<file path="src/rtl/tern_pkg.sv">
package tern_pkg;

    // Two-bit digit code: 00 -> 0, 01 -> 1, 10 -> 2, 11 illegal
    typedef logic [1:0] trit_t;

    localparam trit_t TRIT_ZERO = 2'b00;
    localparam trit_t TRIT_ONE  = 2'b01;
    localparam trit_t TRIT_TWO  = 2'b10;
    localparam trit_t TRIT_BAD  = 2'b11;

    function automatic logic trit_legal(input trit_t t);
        return t != TRIT_BAD;
    endfunction

endpackage

</file>
<file path="src/rtl/tern_digit_inv.sv">
module tern_digit_inv
    import tern_pkg::*;
(
    input  trit_t d_i,
    output trit_t inv_o
);

    // Ternary complement: two minus the digit
    always_comb begin
        unique case (d_i)
            TRIT_ZERO: inv_o = TRIT_TWO;
            TRIT_ONE:  inv_o = TRIT_ONE;
            TRIT_TWO:  inv_o = TRIT_ZERO;
            default:   inv_o = TRIT_BAD;
        endcase
    end

endmodule

</file>
<file path="src/rtl/tern_half_add.sv">
module tern_half_add
    import tern_pkg::*;
(
    input  trit_t x_i,
    input  trit_t y_i,
    output trit_t sum_o,
    output trit_t cy_o
);

    logic [2:0] total;

    always_comb begin
        total = {1'b0, x_i} + {1'b0, y_i};
        if (total >= 3'd3) begin
            sum_o = 2'(total - 3'd3);
            cy_o  = TRIT_ONE;
        end else begin
            sum_o = total[1:0];
            cy_o  = TRIT_ZERO;
        end
    end

endmodule

</file>
<file path="src/rtl/tern_part_fa.sv">
module tern_part_fa
    import tern_pkg::*;
(
    input  trit_t x_i,
    input  trit_t y_i,
    input  trit_t cin_i,
    output trit_t sum_o,
    output trit_t cy_o
);

    logic [2:0] total;

    // Reduced cell: only the low bit of the carry code is decoded,
    // so carry-in 2 has no rows of its own.
    always_comb begin
        total = {1'b0, x_i} + {1'b0, y_i} + {2'b00, cin_i[0]};
        if (total >= 3'd3) begin
            sum_o = 2'(total - 3'd3);
            cy_o  = TRIT_ONE;
        end else begin
            sum_o = total[1:0];
            cy_o  = TRIT_ZERO;
        end
    end

endmodule

</file>
<file path="src/rtl/tern_addsub.sv">
module tern_addsub
    import tern_pkg::*;
#(
    parameter int unsigned N_TRITS = 8
) (
    input  logic                   clk,
    input  logic                   rst_n,
    input  logic                   sub_mode,
    input  logic [2*N_TRITS-1:0]   a_trits,
    input  logic [2*N_TRITS-1:0]   b_trits,
    output logic [2*N_TRITS-1:0]   res_trits,
    output logic                   carry_out
);

    localparam int unsigned W = 2 * N_TRITS;

    typedef struct packed {
        logic [W-1:0] res;
        logic         cy;
    } out_t;

    trit_t        b_eff   [N_TRITS];
    trit_t        sum_w   [N_TRITS];
    trit_t        chain   [N_TRITS+1];
    logic [W-1:0] sum_flat;
    out_t         st_d, st_q;

    assign chain[0] = TRIT_ZERO;

    for (genvar i = 0; i < N_TRITS; i++) begin : g_pos
        trit_t b_inv;

        tern_digit_inv u_inv (
            .d_i   (b_trits[2*i +: 2]),
            .inv_o (b_inv)
        );

        assign b_eff[i] = sub_mode ? b_inv : b_trits[2*i +: 2];

        if (i == 0) begin : g_lsb
            trit_t ha_s, ha_c, fa_s, fa_c;

            tern_half_add u_ha (
                .x_i   (a_trits[1:0]),
                .y_i   (b_eff[0]),
                .sum_o (ha_s),
                .cy_o  (ha_c)
            );

            tern_part_fa u_fa (
                .x_i   (a_trits[1:0]),
                .y_i   (b_eff[0]),
                .cin_i (TRIT_ONE),
                .sum_o (fa_s),
                .cy_o  (fa_c)
            );

            assign sum_w[0] = sub_mode ? fa_s : ha_s;
            assign chain[1] = sub_mode ? fa_c : ha_c;
        end else begin : g_upper
            tern_part_fa u_fa (
                .x_i   (a_trits[2*i +: 2]),
                .y_i   (b_eff[i]),
                .cin_i (chain[i]),
                .sum_o (sum_w[i]),
                .cy_o  (chain[i+1])
            );

            // the carry entering this cell is 0 or 1
            p_cin_small_r4: assert property (@(posedge clk) disable iff (!rst_n)
                chain[i] == TRIT_ZERO || chain[i] == TRIT_ONE);
        end

        assign sum_flat[2*i +: 2] = sum_w[i];

        // input digits must be legal codes
        p_legal_a_r1: assert property (@(posedge clk) disable iff (!rst_n)
            trit_legal(a_trits[2*i +: 2]));
        p_legal_b_r1: assert property (@(posedge clk) disable iff (!rst_n)
            trit_legal(b_trits[2*i +: 2]));
        // registered result digits are legal codes
        p_legal_res_r1: assert property (@(posedge clk) disable iff (!rst_n)
            trit_legal(res_trits[2*i +: 2]));
    end

    // the carry out of the top position is 0 or 1
    p_top_carry_r4: assert property (@(posedge clk) disable iff (!rst_n)
        chain[N_TRITS] != TRIT_TWO && chain[N_TRITS] != TRIT_BAD);

    always_comb begin
        st_d     = st_q;
        st_d.res = sum_flat;
        st_d.cy  = chain[N_TRITS][0];
    end

    always_ff @(posedge clk) begin
        if (!rst_n) begin
            st_q <= '0;
        end else begin
            st_q <= st_d;
        end
    end

    assign res_trits = st_q.res;
    assign carry_out = st_q.cy;

    // adding zero returns A with no carry
    p_add_zero_r6: assert property (@(posedge clk) disable iff (!rst_n)
        (!sub_mode && b_trits == '0) |=> (res_trits == $past(a_trits) && !carry_out));
    // subtracting zero returns A with carry set
    p_sub_zero_r6: assert property (@(posedge clk) disable iff (!rst_n)
        (sub_mode && b_trits == '0) |=> (res_trits == $past(a_trits) && carry_out));
    // subtracting an operand from itself gives zero with carry set
    p_sub_self_r3: assert property (@(posedge clk) disable iff (!rst_n)
        (sub_mode && a_trits == b_trits) |=> (res_trits == '0 && carry_out));

endmodule

</file>
<file path="config.mk">
export PLATFORM = sky130hd
export DESIGN_NAME = tern_addsub
export DESIGN_NICKNAME = d
export VERILOG_FILES = /design/src/rtl/tern_pkg.sv /design/src/rtl/tern_digit_inv.sv /design/src/rtl/tern_half_add.sv /design/src/rtl/tern_part_fa.sv /design/src/rtl/tern_addsub.sv
export SDC_FILE = /design/constraint.sdc
export NUM_CORES = 1
export LEC_CHECK = 0
export ABC_AREA = 1
export BUFFER_PORTS_ARGS = -buffer_cell sky130_fd_sc_hd__buf_4
export CAP_MARGIN = 10
export CORE_ASPECT_RATIO = 1.2
export CORE_MARGIN = 10
export CORE_UTILIZATION = 45
export DETAILED_ROUTE_END_ITERATION = 6
export PLACE_DENSITY = 0.77
export SYNTH_ARGS = -nofsm -noshare
export SYNTH_HDL_FRONTEND = slang
export SYNTH_SLANG_ARGS = --single-unit
</file>
<file path="constraint.sdc">
create_clock -name clk -period 14.15 [get_ports clk]
set_clock_uncertainty 0.2 [all_clocks]
set_input_delay 2.83 -clock clk [delete_from_list [all_inputs] [get_ports clk]]
set_output_delay 2.83 -clock clk [all_outputs]
set_load 0.01 [all_outputs]
</file>
## Word-level counts from Yosys, hierarchy flattened

Index checks and enable logic that the tools add are counted.
W data, S select, Z words.

| operators by class | value |
|---|---|
| order comparisons | 9 |
| add/sub/neg operators | 25 |
| equal/unequal tests | 16 |
| multiplexer cells | 36 |
| reduce and logical (&&, ||, !) cells | 8 |

Operator list:

| cell | number |
|---|---|
| $pmux W2 S3 | 8 |
| $mux W2 | 18 |
| $ge A3 B2 Y1 const B | 9 |
| $add A2 B2 Y3 | 8 |
| $add A3 B1 Y3 | 7 |
| $sub A2 B2 Y2 const B | 9 |
| $eq A2 B1 Y1 const B | 8 |
| $eq A2 B2 Y1 const B | 8 |
| $logic_not A2 Y1 | 8 |
| $mux W1 | 10 |
| $add A3 B1 Y3 const B | 1 |

| storage, ports and cells | value |
|---|---|
| input port bits | 35 |
| output and inout port bits | 17 |
| logic and storage cells | 96 |
| register bits after elaboration | 17 |

## Logic depth before layout (Yosys ltp)

| logic depth | value |
|---|---|
| depth after elaboration | 29 |
| mapped depth | 64 |
| gate-level depth less buffers | 64 |

## Hierarchy

From an unflattened synthesis, not the netlist that was laid out.

| unflattened totals | value |
|---|---|
| cell total of the unflattened synthesis | 325 |
| area, all modules | 2115.8 um^2 |

Modules (own cells, without submodules):

| module | cells each | sequential area each (um^2) | area each (um^2) | times used |
|---|---|---|---|---|
| tern_part_fa | 18 | 0.0 | 117.6 | 8 |
| tern_addsub | 119 | 340.3 | 759.5 | 1 |
| tern_digit_inv | 6 | 0.0 | 40.0 | 8 |
| tern_half_add | 14 | 0.0 | 95.1 | 1 |

## Least setup slack after synthesis

No wires, ideal clock.

| path | value |
|---|---|
| path type | input port to flip-flop |
| start | in b_trits[1] |
| end | reg st_q, in the netlist res_trits[14] |
| required time | 13.831 ns |
| stages on the path | 64 |
| slack | 0.280 ns |
| buffers on the path | 0 |
| library setup time | 0.119 ns |
| arrival time | 13.551 ns |
| cells stage by stage | inv_1 > ha_1 > nor2_1 > a21oi_1 > ha_1 > fa_1 > ha_1 > inv_1 > ha_1 > nor2_1 > nand2_2 > nand2_2 > o21ai_0 > fa_1 > inv_1 > fa_1 > inv_1 > ha_1 > [... 28 more ...] > nor2_1 > inv_1 > fa_1 > inv_1 > fa_1 > inv_1 > ha_1 > inv_1 > nand2_1 > inv_2 > fa_1 > inv_1 > fa_1 > ha_1 > nor2_1 > inv_1 > o21ai_0 > a21oi_1 |

| between the ends | value |
|---|---|
| cells in the longest elaborated chain, start to end | 29 |
| elaborated cells on any way between the ends | 34 |
| those cells by class | add/sub: 10; order compare: 9; eq/ne: 2; mux: 12; reduce/logical: 1 |

Ends and longest elaborated chain:

| what | line | source |
|---|---|---|
| from (decl) | tern_addsub.sv:10 | `input logic [2*N_TRITS-1:0] b_trits,` |
| $eq A2 B2 Y1 (tied with other cells) | tern_digit_inv.sv:10 | `unique case (d_i)` |
| $pmux W2 S3 | tern_digit_inv.sv:10 |  |
| $mux W2 * | tern_addsub.sv:38 | `assign b_eff[i] = sub_mode ? b_inv : b_trits[2*i +: 2];` |
| $add A2 B2 Y3 * | tern_half_add.sv:13, tern_part_fa.sv:16 |  |
| $add A3 B1 Y3 | tern_part_fa.sv:16 | `total = {1'b0, x_i} + {1'b0, y_i} + {2'b00, cin_i[0]};` |
| $ge A3 B2 Y1 | tern_part_fa.sv:17 | `if (total >= 3'd3) begin` |
| $mux W1 | tern_part_fa.sv:17 |  |
| $mux W1 * | tern_addsub.sv:59 | `assign chain[1] = sub_mode ? fa_c : ha_c;` |
| [... 13 more ...] | -- |  |
| $ge A3 B2 Y1 * | tern_part_fa.sv:17 |  |
| $mux W1 * | tern_part_fa.sv:17 |  |
| $add A3 B1 Y3 * | tern_part_fa.sv:16 |  |
| $ge A3 B2 Y1 * | tern_part_fa.sv:17 |  |
| $mux W1 * | tern_part_fa.sv:17 |  |
| $add A3 B1 Y3 * | tern_part_fa.sv:16 |  |
| $ge A3 B2 Y1 / $sub A2 B2 Y2 (equally long branches) | tern_part_fa.sv:17, tern_part_fa.sv:18 |  |
| $mux W2 * | tern_part_fa.sv:17 |  |
| to (signal assigned) | tern_addsub.sv:100 | `st_q <= st_d;` |
| to (decl) | tern_addsub.sv:26 | `out_t st_d, st_q;` |

Every way passes the cells marked *; elsewhere a longest branch is shown, timed or not.
A chain may end at the register's enable or synchronous reset.

## Final worst setup path

Ends and elaborated chain as after synthesis.

==> flow_summary_export.csv <==
group,metric,value,unit
sta,slew_viol_final,0,
worst_setup_path,end_kind,"flop",
layout,final_core_util,67.14,%
placement,dpl.hpwl,2818,um
synthesis,syn-num-nets,251,
power,pwr-share-clk,9.4,%
layout,area_growth,40.72,%
synthesis,synth_area,1484,um2
clock_network,clkSinkCount,17,
synthesis,synth_adder_area_share,31.20,%
detailed_routing,totalWireLength,3265,um
power,internal-power,169.0,uW
die,fp.coreArea,3110,um2
layout,drive_above_1_share,42.75,%
synthesis,synth_compound_area_share,11.72,%
layout,nets,319,
synthesis,synth_cells,188,
sta,fin_ws,643.9,ps
detailed_routing,ant_nets,0,
detailed_routing,wl_per_cell,11.22,um
detailed_routing,drtIter0Drc,25,
power,pwr-share-seq,24.8,%
synthesis,yosysSeqAreaShare,22.93,%
detailed_routing,vias_per_cell,4.553,
clock_network,clk_pin_slew_worst_paths,100,ps
worst_setup_path,cpMostUsedCell,"inv_1",
sta,fmax,74.04,MHz
clock_network,clk_path_buf_depth,2,
synthesis,synth_simple_gate_area_share,13.91,%
power,power,279.9,uW
worst_setup_path,critPathTopFamily,"adder cells",
worst_setup_path,crit_path_max_fanout,3,
power,ir_worst_vdd,0.00009949,V
synthesis,synth_cell_types,22,
worst_hold_path,hold_class,"in2reg",
sta,worst_pin_slew,240.3,ps
global_routing,overflow,0,
sta,final.period_utilization,95.45,%
run,maxCapViolations,0,
placement,gp_congestion,0.7988,
synthesis,ys_warn_count,0,
die,die_area,6004,um2
worst_setup_path,timing.critical_path.buf_inv,24,
sta,setup_viol,0,
sta,max_slew_margin,83.96,%
die,chipWidth,72.42,um
synthesis,synth_top_family_by_area,"adder cells",
power,leakagePower,1.138,nW
synthesis,synth-xor-area-share,4.132,%
synthesis,synthMuxAreaShare,0,%
power,powerDensity,134.0,nW/um2
global_routing,grt_max_degree,17,
sta,fin_crit,13510,ps
clock_network,numCtsBuffers,3,
sta,hold_violations,0,
clock_network,cts_hold_buf,0,
placement,dp_cells,285,
synthesis,ys_seq_elements,17,
detailed_routing,firstDrtPassIters,4,
clock_network,cts-root-buf,"clkbuf_4",
placement,pre_cts_ws,-167.4,ps
sta,fin_setup_tns,0,ps
layout,diodes,0,
global_routing,grt_use_total,10.66,%
power,power.share.switching,39.61,%
power,p_switching,110.8,uW
synthesis,syn_area_per_cell,7.893,um2
die,initial_utilization,47.71,%
worst_setup_path,slowest_delay,530,ps
status,status,"complete, no violations",
global_routing,grt_pass1_wl,5416,um
placement,port_buffers,51,
power,power_frac_comb,65.8,%
die,io_pins,52,
detailed_routing,vias,1325,
worst_setup_path,worstPathArrival,13490,ps
worst_setup_path,start_kind,"input port",
die,row_count,22,
global_routing,antenna_found_initial,0,
worst_setup_path,crit_required,14130,ps
detailed_routing,post-route-drc-count,0,
clock_network,htree_levels,1,
global_routing,grt_pass1_vias,1356,
worst_setup_path,crit_path_top_delay_cell,"fa_1",
clock_network,cts_tree,"built",
die,die_h,82.91,um
worst_setup_path,crit_type,"in2reg",
layout,stdcell_count,291,
## sequential cells by signal (all words and copies together) (netlist names)
name / count
carry_out: 1
res_trits: 16
## cells by family (layout without fill, tap and decap cells)
logic type      after synthesis  after routing
buf+inv                      59            126
simple gates                 47             47
compound gates               30             30
fa+ha+maj                    28             28
flops                        17             17
xor+xnor                      7              7
## layout by cell type, fill, tap and decap left out, drive strengths merged
master and n:
a21oi 13, o21ai 15, ha 13, buf 69, fa 15, xor2 4, dfxtp 17, nand2 20
inv 53, clkbuf 4, a21boi 2, nor2 21, nand3b 1, xnor2 3, nand3 5
## cells in the mapped netlist, drive strengths merged
cell type	count	area (um2)
a21boi	2	15.01
a21oi	13	68.82
buf	1	11.26
clkbuf	5	28.77
dfxtp	17	340.3
fa	15	300.3
ha	13	162.7
inv	53	198.9
nand2	20	82.58
nand3	5	30.03
nand3b	1	7.510
nor2	21	86.33
o21ai	15	90.08
xnor2	3	26.28
xor2	4	35.03
## power groups by stage
stage | registers [mW] | logic [mW] | clock network, mW
after floorplan | 0.0797 | 0.0905 | 0
after global placement | 0.0700 | 0.167 | 0
after detailed placement | 0.0707 | 0.172 | 0
after CTS | 0.0696 | 0.173 | 0.0272
after global routing | 0.0711 | 0.212 | 0.0293
final | 0.0693 | 0.184 | 0.0264
## routing by layer
layer | share of wire, % | global-route usage [%] | routed length (um)
met1 | 35 | 10.17 | 1146
met2 | 55 | 19.70 | 1788
met3 | 8.8 | 3.810 | 287
met4 | 1.3 | 4.138 | 42
met5 | 0 | 0 | 0
## worst paths after layout
kind / startpoint / cells past startpoint / endpoint / slack (ps)
setup / recovery: b_trits[1] / 65 / res_trits[14] / 640
hold / removal: rst_n / 3 / res_trits[8] / 2660
## through the flow
| stage | hold WS [ps] | cell area (um2) |
|---|---|---|
| after floorplan | 2768 | 1484 |
| after global placement | 2965 | 1992 |
| after detailed placement | 2967 | 1992 |
| after CTS | 2650 | 2018 |
| after global routing | 2659 | 2088 |
| final | 2658 | 2088 |
## area by class of cell
class,instances,area [um2]
Tap cell,36,45.04
Multi-Input combinational cell,112,959.7
Fill cell,281,1022
Inverter,53,198.9
Clock buffer,4,26.28
Timing Repair Buffer,69,518.0
Sequential cell,17,340.3
## what timing repair did
action | CTS | global route
setup endpoints to repair | 0 | 3
buffers inserted | 0 | 2
gates resized for setup | 0 | 26
Note: power is estimated with default switching activity, not from simulation.
